[src/rtl/exc_track_pkg.sv]
package exc_track_pkg;

  typedef enum logic [2:0] {
    EXC_NONE    = 3'd0,
    EXC_FETCH   = 3'd1,
    EXC_ILLEGAL = 3'd2,
    EXC_DADDR   = 3'd3,
    EXC_IRQ     = 3'd4
  } exc_code_t;

  // Code attached by the fault check feeding stage register idx
  // (0: into decode, 1: into execute, 2: into memory, 3: into writeback).
  function automatic exc_code_t stage_fault_code(input int idx);
    case (idx)
      0:       return EXC_FETCH;
      2:       return EXC_ILLEGAL;
      3:       return EXC_DADDR;
      default: return EXC_NONE;
    endcase
  endfunction

  // An earlier recorded code is kept; otherwise a new fault is added.
  function automatic exc_code_t merge_code(input exc_code_t carried,
                                           input logic fault,
                                           input exc_code_t fresh);
    if (carried != EXC_NONE) return carried;
    if (fault)               return fresh;
    return EXC_NONE;
  endfunction

endpackage

[src/rtl/exc_stage_reg.sv]
module exc_stage_reg
  import exc_track_pkg::*;
#(
  parameter int AW = 32
) (
  input  logic          clk,
  input  logic          rst_n,
  input  logic          squash,
  input  logic          in_valid,
  input  logic [AW-1:0] in_pc,
  input  exc_code_t     in_code,
  input  logic          fault,
  input  exc_code_t     fault_code,
  output logic          out_valid,
  output logic [AW-1:0] out_pc,
  output exc_code_t     out_code
);

  always_ff @(posedge clk) begin
    if (!rst_n || squash) begin
      out_valid <= 1'b0;
      out_pc    <= '0;
      out_code  <= EXC_NONE;
    end else begin
      out_valid <= in_valid;
      out_pc    <= in_pc;
      out_code  <= in_valid ? merge_code(in_code, fault, fault_code) : EXC_NONE;
    end
  end

endmodule

[src/rtl/exc_fetch_unit.sv]
module exc_fetch_unit #(
  parameter int              AW         = 32,
  parameter int              DISP_W     = 21,
  parameter logic [AW-1:0]   RESET_PC   = '0,
  parameter logic [AW-1:0]   HANDLER_PC = AW'(32'h100)
) (
  input  logic              clk,
  input  logic              rst_n,
  input  logic              redirect_exc,
  input  logic              redirect_br,
  input  logic [AW-1:0]     br_pc,
  input  logic [DISP_W-1:0] br_disp,
  output logic [AW-1:0]     fetch_pc,
  output logic [AW-1:0]     br_target
);

  localparam logic [AW-1:0] STEP = AW'(4);

  function automatic logic [AW-1:0] calc_target(input logic [AW-1:0] pc,
                                                input logic [DISP_W-1:0] disp);
    logic [AW-1:0] sx;
    sx = AW'($signed(disp));
    return pc + STEP + (sx << 2);
  endfunction

  assign br_target = calc_target(br_pc, br_disp);

  // handler redirect outranks branch redirect
  always_ff @(posedge clk) begin
    if (!rst_n)            fetch_pc <= RESET_PC;
    else if (redirect_exc) fetch_pc <= HANDLER_PC;
    else if (redirect_br)  fetch_pc <= br_target;
    else                   fetch_pc <= fetch_pc + STEP;
  end

endmodule

[src/rtl/exc_commit_arbiter.sv]
module exc_commit_arbiter
  import exc_track_pkg::*;
#(
  parameter int AW = 32
) (
  input  logic          clk,
  input  logic          rst_n,
  input  logic          wb_valid,
  input  logic [AW-1:0] wb_pc,
  input  exc_code_t     wb_code,
  input  logic          irq,
  input  logic          mem_valid,
  input  logic [AW-1:0] mem_pc,
  input  logic          ex_valid,
  input  logic [AW-1:0] ex_pc,
  input  logic          id_valid,
  input  logic [AW-1:0] id_pc,
  input  logic [AW-1:0] fetch_pc,
  output logic          take_int,
  output logic          take_irq,
  output logic          take_exc,
  output logic          wb_commit,
  output exc_code_t     cause,
  output logic [AW-1:0] epc,
  output logic          kernel_mode
);

  // resume point of an interrupt is the oldest instruction not yet done
  function automatic logic [AW-1:0] resume_pc(
    input logic mv, input logic [AW-1:0] mp,
    input logic ev, input logic [AW-1:0] ep,
    input logic iv, input logic [AW-1:0] ip,
    input logic [AW-1:0] fp);
    if (mv) return mp;
    if (ev) return ep;
    if (iv) return ip;
    return fp;
  endfunction

  // an internal fault at writeback wins over an interrupt
  assign take_int  = wb_valid && (wb_code != EXC_NONE);
  // interrupts masked in kernel mode
  assign take_irq  = irq && !kernel_mode && !take_int;
  assign take_exc  = take_int || take_irq;
  assign wb_commit = wb_valid && !take_int;

  always_ff @(posedge clk) begin
    if (!rst_n) begin
      cause       <= EXC_NONE;
      epc         <= '0;
      kernel_mode <= 1'b0;
    end else if (take_exc) begin
      kernel_mode <= 1'b1;
      if (take_int) begin
        cause <= wb_code;
        epc   <= wb_pc;
      end else begin
        cause <= EXC_IRQ;
        epc   <= resume_pc(mem_valid, mem_pc, ex_valid, ex_pc,
                           id_valid, id_pc, fetch_pc);
      end
    end
  end

endmodule

[src/rtl/exc_track_pipe.sv]
module exc_track_pipe
  import exc_track_pkg::*;
#(
  parameter int            AW         = 32,
  parameter int            DISP_W     = 21,
  parameter logic [AW-1:0] RESET_PC   = '0,
  parameter logic [AW-1:0] HANDLER_PC = AW'(32'h100)
) (
  input  logic              clk,
  input  logic              rst_n,
  input  logic              if_fault,
  input  logic              ex_illegal,
  input  logic              mem_bad_addr,
  input  logic              mem_store,
  input  logic              mem_br_taken,
  input  logic [DISP_W-1:0] mem_br_disp,
  input  logic              irq,
  output logic [AW-1:0]     fetch_pc,
  output logic              id_valid,
  output logic [AW-1:0]     id_pc,
  output logic              ex_valid,
  output logic [AW-1:0]     ex_pc,
  output logic              mem_valid,
  output logic [AW-1:0]     mem_pc,
  output logic              wb_valid,
  output logic [AW-1:0]     wb_pc,
  output logic              wb_commit,
  output logic              mem_store_en,
  output logic              take_exc,
  output logic              br_squash,
  output logic [2:0]        cause,
  output logic [AW-1:0]     epc,
  output logic              kernel_mode
);

  localparam int NSTG = 4;            // stage registers behind fetch
  localparam int MEMI = NSTG - 1;     // index of the memory stage slot

  // slot 0 is the fetch slot, slots 1..NSTG are the stage registers
  logic          st_valid [NSTG+1];
  logic [AW-1:0] st_pc    [NSTG+1];
  exc_code_t     st_code  [NSTG+1];

  logic [NSTG-1:0] stg_fault;
  logic [NSTG-1:0] stg_squash;
  logic            take_int;
  logic            take_irq;
  logic            mem_clean;
  logic [AW-1:0]   br_target;
  exc_code_t       cause_q;

  assign st_valid[0] = 1'b1;
  assign st_pc[0]    = fetch_pc;
  assign st_code[0]  = EXC_NONE;

  // fault checks feeding registers: fetch, none at decode, execute, memory
  assign stg_fault = {mem_bad_addr, ex_illegal, 1'b0, if_fault};

  for (genvar g = 0; g < NSTG; g++) begin : g_stage
    // branch flush reaches only the three younger registers
    if (g < NSTG - 1) begin : g_young
      assign stg_squash[g] = take_exc || br_squash;
    end else begin : g_old
      assign stg_squash[g] = take_exc;
    end

    exc_stage_reg #(.AW(AW)) u_reg (
      .clk        (clk),
      .rst_n      (rst_n),
      .squash     (stg_squash[g]),
      .in_valid   (st_valid[g]),
      .in_pc      (st_pc[g]),
      .in_code    (st_code[g]),
      .fault      (stg_fault[g]),
      .fault_code (stage_fault_code(g)),
      .out_valid  (st_valid[g+1]),
      .out_pc     (st_pc[g+1]),
      .out_code   (st_code[g+1])
    );
  end

  // memory-stage instruction is fault free so far and not being aborted
  assign mem_clean = st_valid[MEMI] && (st_code[MEMI] == EXC_NONE) &&
                     !mem_bad_addr && !take_exc;


  assign br_squash    = mem_clean && mem_br_taken;
  assign mem_store_en = mem_clean && mem_store;

  exc_fetch_unit #(
    .AW(AW), .DISP_W(DISP_W), .RESET_PC(RESET_PC), .HANDLER_PC(HANDLER_PC)
  ) u_fetch (
    .clk          (clk),
    .rst_n        (rst_n),
    .redirect_exc (take_exc),
    .redirect_br  (br_squash),
    .br_pc        (st_pc[MEMI]),
    .br_disp      (mem_br_disp),
    .fetch_pc     (fetch_pc),
    .br_target    (br_target)
  );

  exc_commit_arbiter #(.AW(AW)) u_arb (
    .clk         (clk),
    .rst_n       (rst_n),
    .wb_valid    (st_valid[NSTG]),
    .wb_pc       (st_pc[NSTG]),
    .wb_code     (st_code[NSTG]),
    .irq         (irq),
    .mem_valid   (st_valid[3]),
    .mem_pc      (st_pc[3]),
    .ex_valid    (st_valid[2]),
    .ex_pc       (st_pc[2]),
    .id_valid    (st_valid[1]),
    .id_pc       (st_pc[1]),
    .fetch_pc    (fetch_pc),
    .take_int    (take_int),
    .take_irq    (take_irq),
    .take_exc    (take_exc),
    .wb_commit   (wb_commit),
    .cause       (cause_q),
    .epc         (epc),
    .kernel_mode (kernel_mode)
  );

  assign cause     = cause_q;
  assign id_valid  = st_valid[1];
  assign id_pc     = st_pc[1];
  assign ex_valid  = st_valid[2];
  assign ex_pc     = st_pc[2];
  assign mem_valid = st_valid[3];
  assign mem_pc    = st_pc[3];
  assign wb_valid  = st_valid[4];
  assign wb_pc     = st_pc[4];

endmodule

[config.mk]
export PLATFORM = sky130hd
export DESIGN_NAME = exc_track_pipe
export DESIGN_NICKNAME = d
export VERILOG_FILES = /design/src/rtl/exc_track_pkg.sv /design/src/rtl/exc_stage_reg.sv /design/src/rtl/exc_fetch_unit.sv /design/src/rtl/exc_commit_arbiter.sv /design/src/rtl/exc_track_pipe.sv
export SDC_FILE = /design/constraint.sdc
export NUM_CORES = 1
export LEC_CHECK = 0
export ABC_AREA = 0
export BUFFER_PORTS_ARGS = -buffer_cell sky130_fd_sc_hd__buf_4
export CORE_MARGIN = 3
export CORE_UTILIZATION = 55
export DETAILED_ROUTE_END_ITERATION = 10
export PLACE_DENSITY = 0.82
export SETUP_SLACK_MARGIN = 0.05
export SLEW_MARGIN = 15
export SYNTH_ARGS = -nofsm -noshare
export SYNTH_HDL_FRONTEND = slang
export SYNTH_SLANG_ARGS = --single-unit
[constraint.sdc]
create_clock -name clk -period 4 [get_ports clk]
set_input_delay 0.4 -clock clk [delete_from_list [all_inputs] [get_ports clk]]
set_output_delay 0.4 -clock clk [all_outputs]
set_load 0.01 [all_outputs]
==> flow_summary.yaml, run 1 <==
run_status:
  status: "complete, no violations"
global_route:
  antenna_found_initial: 0
  grt_usage_pct: 29.44
  grt_pass1_wl_mm: 46.30
  grt_max_degree: 100
  grt_pass1_vias: 8137
  grt_overflow: 0
setup_path:
  cp-start-kind: "flip-flop"
  worstSetupPathType: "reg2out"
  worst-endpoint-arrival_ns: 2.90
  reg2reg_slack_ns: 1.00
  worstPathMaxFanout: 49
  rr_startpoint: "g_stage[2].u_reg.out_pc[3]"
  crit_required_ns: 3.60
  setup.worst_path.end_class: "primary output"
  r2r_cells: 11
  rr_endpoint: "u_fetch.fetch_pc[31]"
  crit_start: "g_stage[3].u_reg.out_code[0]"
cells_and_area:
  drive_gt1_share_pct: 22.65
  final_cell_mix: "buf_4 (239), dfxtp_1 (203), and3_1 (136), nand2_1 (104), o21ai_0 (73)"
  layout.nets: 1373
  finish.instance_area_um2: 12180
  final_common_cell: "buf_4"
  insertedDiodeCount: 0
  area_growth_pct: 24.97
logic_synthesis:
  synth_nets: 1193
  syn_area_um2: 9744
  ys_ff_latch: 206
  synth_edf_count: 0
  yosys_most_used_dff: "dfxtp_1"
  synth_cell_types: 60
  syn_inst: 1105
  ys.warnings.count: 0
  syn_area_per_cell_um2: 8.818
  async_flop_share_pct: 0
  yosysSeqAreaShare_pct: 42.32
power:
  p_per_area_nw_per_um2: 359.9
  netSwitchingFraction_pct: 22.94
  p_int_mw: 3.377
  clockPowerShare_pct: 43.7
  seq_power_share_pct: 48.6
  power.leakage_nw: 5.800
  power_mw: 4.383
  vdd_ir_drop_max_mv: 0.3047
  p_switching_mw: 1.006
  comb_power_share_pct: 7.7
timing:
  hold_violations: 0
  hold_ws_ns: 0.1426
  report.final.slew_viol_count: 0
  finalCritPeriodShare_pct: 82.38
  tightest_slew_ns: 1.153
  period_needed_ns: 3.295
  rsz0062_at_grt: "false"
  tns_ns: 0
  slew_headroom_pct: 23.12
  final-setup-viol-count: 0
  setup_ws_ns: 0.7048
  clock_skew_ns: 0.008677
  max_freq_ghz: 0.3035
floorplanning:
  num_rows: 48
  die_w_um: 139.1
  die_h_um: 139.1
  die_area_um2: 19350
  start_util_pct: 56.34
  design.core.area_um2: 17300
  io_pins: 233
routing:
  postRouteAntennaNets: 0
  routed_wl_mm: 30.04
  drc: 0
  drtPass1Iterations: 5
  wire_per_inst_um: 19.73
  route.vias.total: 8809
  via_per_inst: 5.784
  drt-initial-drc-count: 865
worst_hold_path:
  hold_path_depth: 2
  hold-path-endpoint: "g_stage[0].u_reg.out_code[0]"
  hold_path.class: "in2reg"
  hold_start: "if_fault"
clock_network:
  clockRootBuffer: "clkbuf_16"
  h-tree-depth: 1
  clk_pin_slew_ns: 0.06
  post_cts_buffers: 0
  cts_buffer_depth: 3
  cts_hold_buf: 0
  cts_tree: "done"
  clkLatencyLatePin_ns: 0.49
  cts_num_sinks: 206
  cts_buffers: 20
  post_cts_resize_count: 0
placed_design:
  dpl-instance-area_um2: 11510
  io_buffers: 232
  post-dp-hpwl_mm: 22.16
  gp_congestion: 0.9286
  dpl_worst_slack_ns: 0.9361
run:
  drv_cap: 0
==> how the worst max path moves through the flow <==
stage | to | slack, ns | cells past startpoint
2_1_floorplan | u_fetch.fetch_pc[31] | 1.27 | 11
3_5_place_dp | u_fetch.fetch_pc[31] | 0.94 | 12
3_3_place_gp | u_fetch.fetch_pc[31] | 0.98 | 12
5_1_grt | br_squash | 0.53 | 5
4_1_cts | br_squash | 0.72 | 5
6_report | br_squash | 0.70 | 5
==> layer usage <==
layer  vias up  global-route usage [%]  wire length [um]
met2       363                   45.03             13260
met1      4136                   43.85             13930
met5         -                       0                 0
met4         0                   8.136               742
met3        48                   3.897              2117
li1       4262                       -                 -
==> registers in the layout (all words and copies together), names as in the netlist, named ones only <==
| signal | count |
|---|---|
| g_stage.u_reg.out_code | 6 |
| u_arb.epc | 32 |
| u_arb.kernel_mode | 1 |
| u_fetch.fetch_pc | 30 |
| u_arb.cause | 3 |
| g_stage.u_reg.out_valid | 4 |
| g_stage.u_reg.out_pc | 128 |
==> cell families (layout without fill, tap and decap cells) <==
kind of cell	count (synthesis)	count (layout)	synth area share, %
xor+xnor	57	57	5.123
buf+inv	95	288	3.993
flops	206	206	42.32
simple gates	412	412	21.79
mux	33	33	3.390
compound gates	243	243	15.73
fa+ha+maj	59	59	7.653
==> area by class of cell <==
class,count,area [um2]
inverters,14,52.55
clock buffers,29,585.6
clock inverters,6,80.08
fillers,1384,5119
well taps,225,281.5
multi-input cells,804,5256
flip-flops and latches,206,4128
repair buffers,239,1794
==> power groups by stage <==
| stage | clock [mW] | combinational (mW) | sequential (mW) |
|---|---|---|---|
| floorplan | 0 | 0.210 | 2.16 |
| global placement | 0 | 0.326 | 2.17 |
| detailed placement | 0 | 0.333 | 2.17 |
| CTS | 1.93 | 0.335 | 2.13 |
| global route | 2.02 | 0.371 | 2.13 |
| finish | 1.92 | 0.336 | 2.13 |
==> synthesized netlist by cell type, types with 3 or more instances <==
cell      instances  area share (%)
nor2_1           72             2.8
a21o_1            9            0.69
nand2_1         104             4.0
xnor2_1          35             3.1
ha_1             58             7.4
o211ai_1         33             2.5
o22ai_1          11            0.71
dfxtp_1         206              42
buf_2             8            0.41
o21ai_0          73             3.7
nor2b_1           6            0.39
buf_1             5            0.19
and2_1           36             2.3
and3_1          136             8.7
and2b_2           3            0.27
a211oi_1         16             1.2
nor3_1            7            0.36
mux2i_1          33             3.4
nand3_1          22             1.1
o21a_1            8            0.62
nand4_1          14            0.90
inv_1            13            0.50
a21oi_1          63             3.2
clkbuf_1         64             2.5
xor2_1           22             2.0
==> through the flow <==
stage               utilization, %  std cells
floorplan                        -       1105
global placement             66.56       1488
detailed placement           66.56       1488
CTS                          70.41       1523
global route                 70.41       1523
finish                       70.41       1523
==> critical path: stages (launching register included) <==
cell and delay (ns):
dfxtp_1 0.32, o21a_2 0.23, nor2_2 0.60, nand3_4 0.52, clkinv_1 0.51, buf_4 0.21
Power figures use the tool's default switching activity.
==> run 2, diff against run 1 <==
--- a/config.mk
+++ b/config.mk
@@ -8,9 +8,9 @@
 export ABC_AREA = 0
 export BUFFER_PORTS_ARGS = -buffer_cell sky130_fd_sc_hd__buf_4
 export CORE_MARGIN = 3
-export CORE_UTILIZATION = 55
+export CORE_UTILIZATION = 54
 export DETAILED_ROUTE_END_ITERATION = 10
-export PLACE_DENSITY = 0.82
+export PLACE_DENSITY = 0.8
 export SETUP_SLACK_MARGIN = 0.05
 export SLEW_MARGIN = 15
 export SYNTH_ARGS = -nofsm -noshare
==> constraint.sdc (replaced) <==
create_clock -name clk -period 3.2 [get_ports clk]
set_input_delay 0.32 -clock clk [delete_from_list [all_inputs] [get_ports clk]]
set_output_delay 0.32 -clock clk [all_outputs]
set_load 0.01 [all_outputs]
==> run 2 against run 1 <==
Net effect: register-to-register slack lost 0.71 ns; hold slack got worse by 0.071 ns; clock skew is 0.0012 ns lower; non-clock buffer count up 24; count of clock-buffer cells in the layout fell by 5; worst setup slack worse by 0.41 ns; first-iteration DRC count is 20% higher; via count rose by 1.6%; critical path type is now reg2reg; critical endpoint is now u_fetch.fetch_pc[31]; highest routed layer unchanged.
==> flow_summary.yaml, run 2 (same netlist as run 1, synthesis figures left out) <==
global_route:
  grt_pass1_wl_mm: 47.13
  antenna_found_initial: 0
  grt_usage_pct: 30.09
  grt_pass1_vias: 8114
  grt_overflow: 0
  grt_max_degree: 69
run:
  drv_cap: 0
cells_and_area:
  area_growth_pct: 27.99
  layout.nets: 1398
  drive_gt1_share_pct: 24.62
  final_cells: 1549
  largest_register: "g_stage.u_reg.out_pc"
  reg_top3: "g_stage.u_reg.out_pc x128, u_arb.epc x32, u_fetch.fetch_pc x30"
  final_common_cell: "buf_4"
  largest_register_ffs: 128
  insertedDiodeCount: 0
  nFillCells: 1353
  final_cell_mix: "buf_4 (262), dfxtp_1 (203), and3_1 (136), nand2_1 (104), o21ai_0 (73)"
clock_network:
  cts_hold_buf: 0
  cts_num_sinks: 206
  cts_buffer_depth: 3
  clkLatencyLatePin_ns: 0.49
  h-tree-depth: 1
  post_cts_buffers: 0
  cts_buffers: 21
  cts_tree: "done"
  clk_pin_slew_ns: 0.06
  clockRootBuffer: "clkbuf_16"
  post_cts_resize_count: 0
floorplanning:
  die_h_um: 140.3
  die_w_um: 140.3
  die_area_um2: 19690
  start_util_pct: 55.76
  num_rows: 48
  design.core.area_um2: 17480
  io_pins: 233
setup_path:
  crit_top_cell: "ha_1"
  crit_required_ns: 3.56
  slowest_delay_ns: 0.40
  path_buf_inv: 0
  crit_family: "compound AO/OA/AOI/OAI gates"
  worstPathMaxFanout: 4
  setup.worst_path.end_class: "flip-flop"
  cp-start-kind: "flip-flop"
  slowest_stage: "dfxtp_1"
  crit_path_cell_trace: "ha_1, ha_1, fa_1, a21oi_1, nor2_1, or2_2, a21oi_4, o21ai_2, a311oi_1, xnor2_1, o22ai_1"
  worst-endpoint-arrival_ns: 3.26
  worstSetupPathType: "reg2reg"
placed_design:
  dp.cells: 1512
  gp_congestion: 0.9796
  io_buffers: 232
  post-dp-hpwl_mm: 23.37
timing:
  max_freq_ghz: 0.3441
  period_needed_ns: 2.906
  finalCritPeriodShare_pct: 90.82
  hold_violations: 0
  clock_skew_ns: 0.007511
  final-setup-viol-count: 0
  tns_ns: 0
  rsz0062_at_grt: "false"
  tightest_slew_ns: 0.8964
  slew_headroom_pct: 40.10
  report.final.slew_viol_count: 0
routing:
  drc: 0
  route.vias.total: 8953
  drtPass1Iterations: 5
  drt-initial-drc-count: 1034
  wire_per_inst_um: 20.27
  routed_wl_mm: 31.40
  postRouteAntennaNets: 0
  via_per_inst: 5.780
power:
  vdd_ir_drop_max_mv: 0.3596
  p_per_area_nw_per_um2: 465.3
  power.leakage_nw: 5.977
run_status:
  status: "complete, no violations"
worst_hold_path:
  hold_path.class: "in2reg"
[run 2: final cells by class]
cell class / instances / area, um2 / area share [%]
clock inverters: 13 / 196.4 / 1.575
flip-flops and latches: 206 / 4128 / 33.10
well taps: 225 / 281.5 / 2.257
multi-input cells: 804 / 5256 / 42.14
repair buffers: 263 / 1987 / 15.93
clock buffers: 24 / 566.8 / 4.545
inverters: 14 / 56.30 / 0.4514
[run 2: per-stage QoR]
stage / utilization [%] / hold WS [ns] / setup slack [ns] / power, mW / area (um2)
final: 71.36 / 0.07158 / 0.2938 / 5.803 / 12470
after global placement: 66.97 / 0.4147 / 0.2605 / 3.137 / 11710
after floorplan: - / 0.4057 / 0.5051 / 2.967 / 9744
after CTS: 71.34 / 0.06301 / 0.2181 / 5.803 / 12470
after global routing: 71.36 / 0.07065 / 0.06027 / 5.959 / 12470
after detailed placement: 66.97 / 0.4160 / 0.2465 / 3.146 / 11710
[run 2: layer usage]
| metal | track usage [%] | vias up | wire length (um) |
|---|---|---|---|
| met3 | 4.780 | 57 | 2953 |
| met4 | 8.108 | 0 | 834 |
| met1 | 45.86 | 4191 | 14230 |
| met5 | 0 | - | 0 |
| li1 | - | 4313 | - |
| met2 | 44.10 | 392 | 13390 |
[run 2: worst paths after layout]
kind                                       end  cells past startpoint  slack (ns)                         start
setup / recovery          u_fetch.fetch_pc[31]                     11        0.29    g_stage[2].u_reg.out_pc[3]
hold / removal    g_stage[2].u_reg.out_code[1]                      2        0.07                    ex_illegal
setup reg to reg          u_fetch.fetch_pc[31]                     11        0.29    g_stage[2].u_reg.out_pc[3]
hold reg to reg   g_stage[1].u_reg.out_code[0]                      1        0.43  g_stage[0].u_reg.out_code[0]
[run 2: power breakdown]
part | internal (mW) | total [mW] | switching [mW]
Clock | 1.67 | 2.71 | 1.03
Sequential | 2.61 | 2.65 | 0.0404
Combinational | 0.191 | 0.450 | 0.259
Total | 4.47 | 5.80 | 1.33
[run 2: worst reg2reg max path: cells and delay by family, from the launching register on]
kind | cells | cell delay, ns
AO/OA/AOI/OAI | 5 | 0.91
XOR/XNOR | 1 | 0.15
adder cells (fa/ha/maj) | 3 | 0.89
flip-flops | 1 | 0.40
AND/OR/NAND/NOR | 2 | 0.41
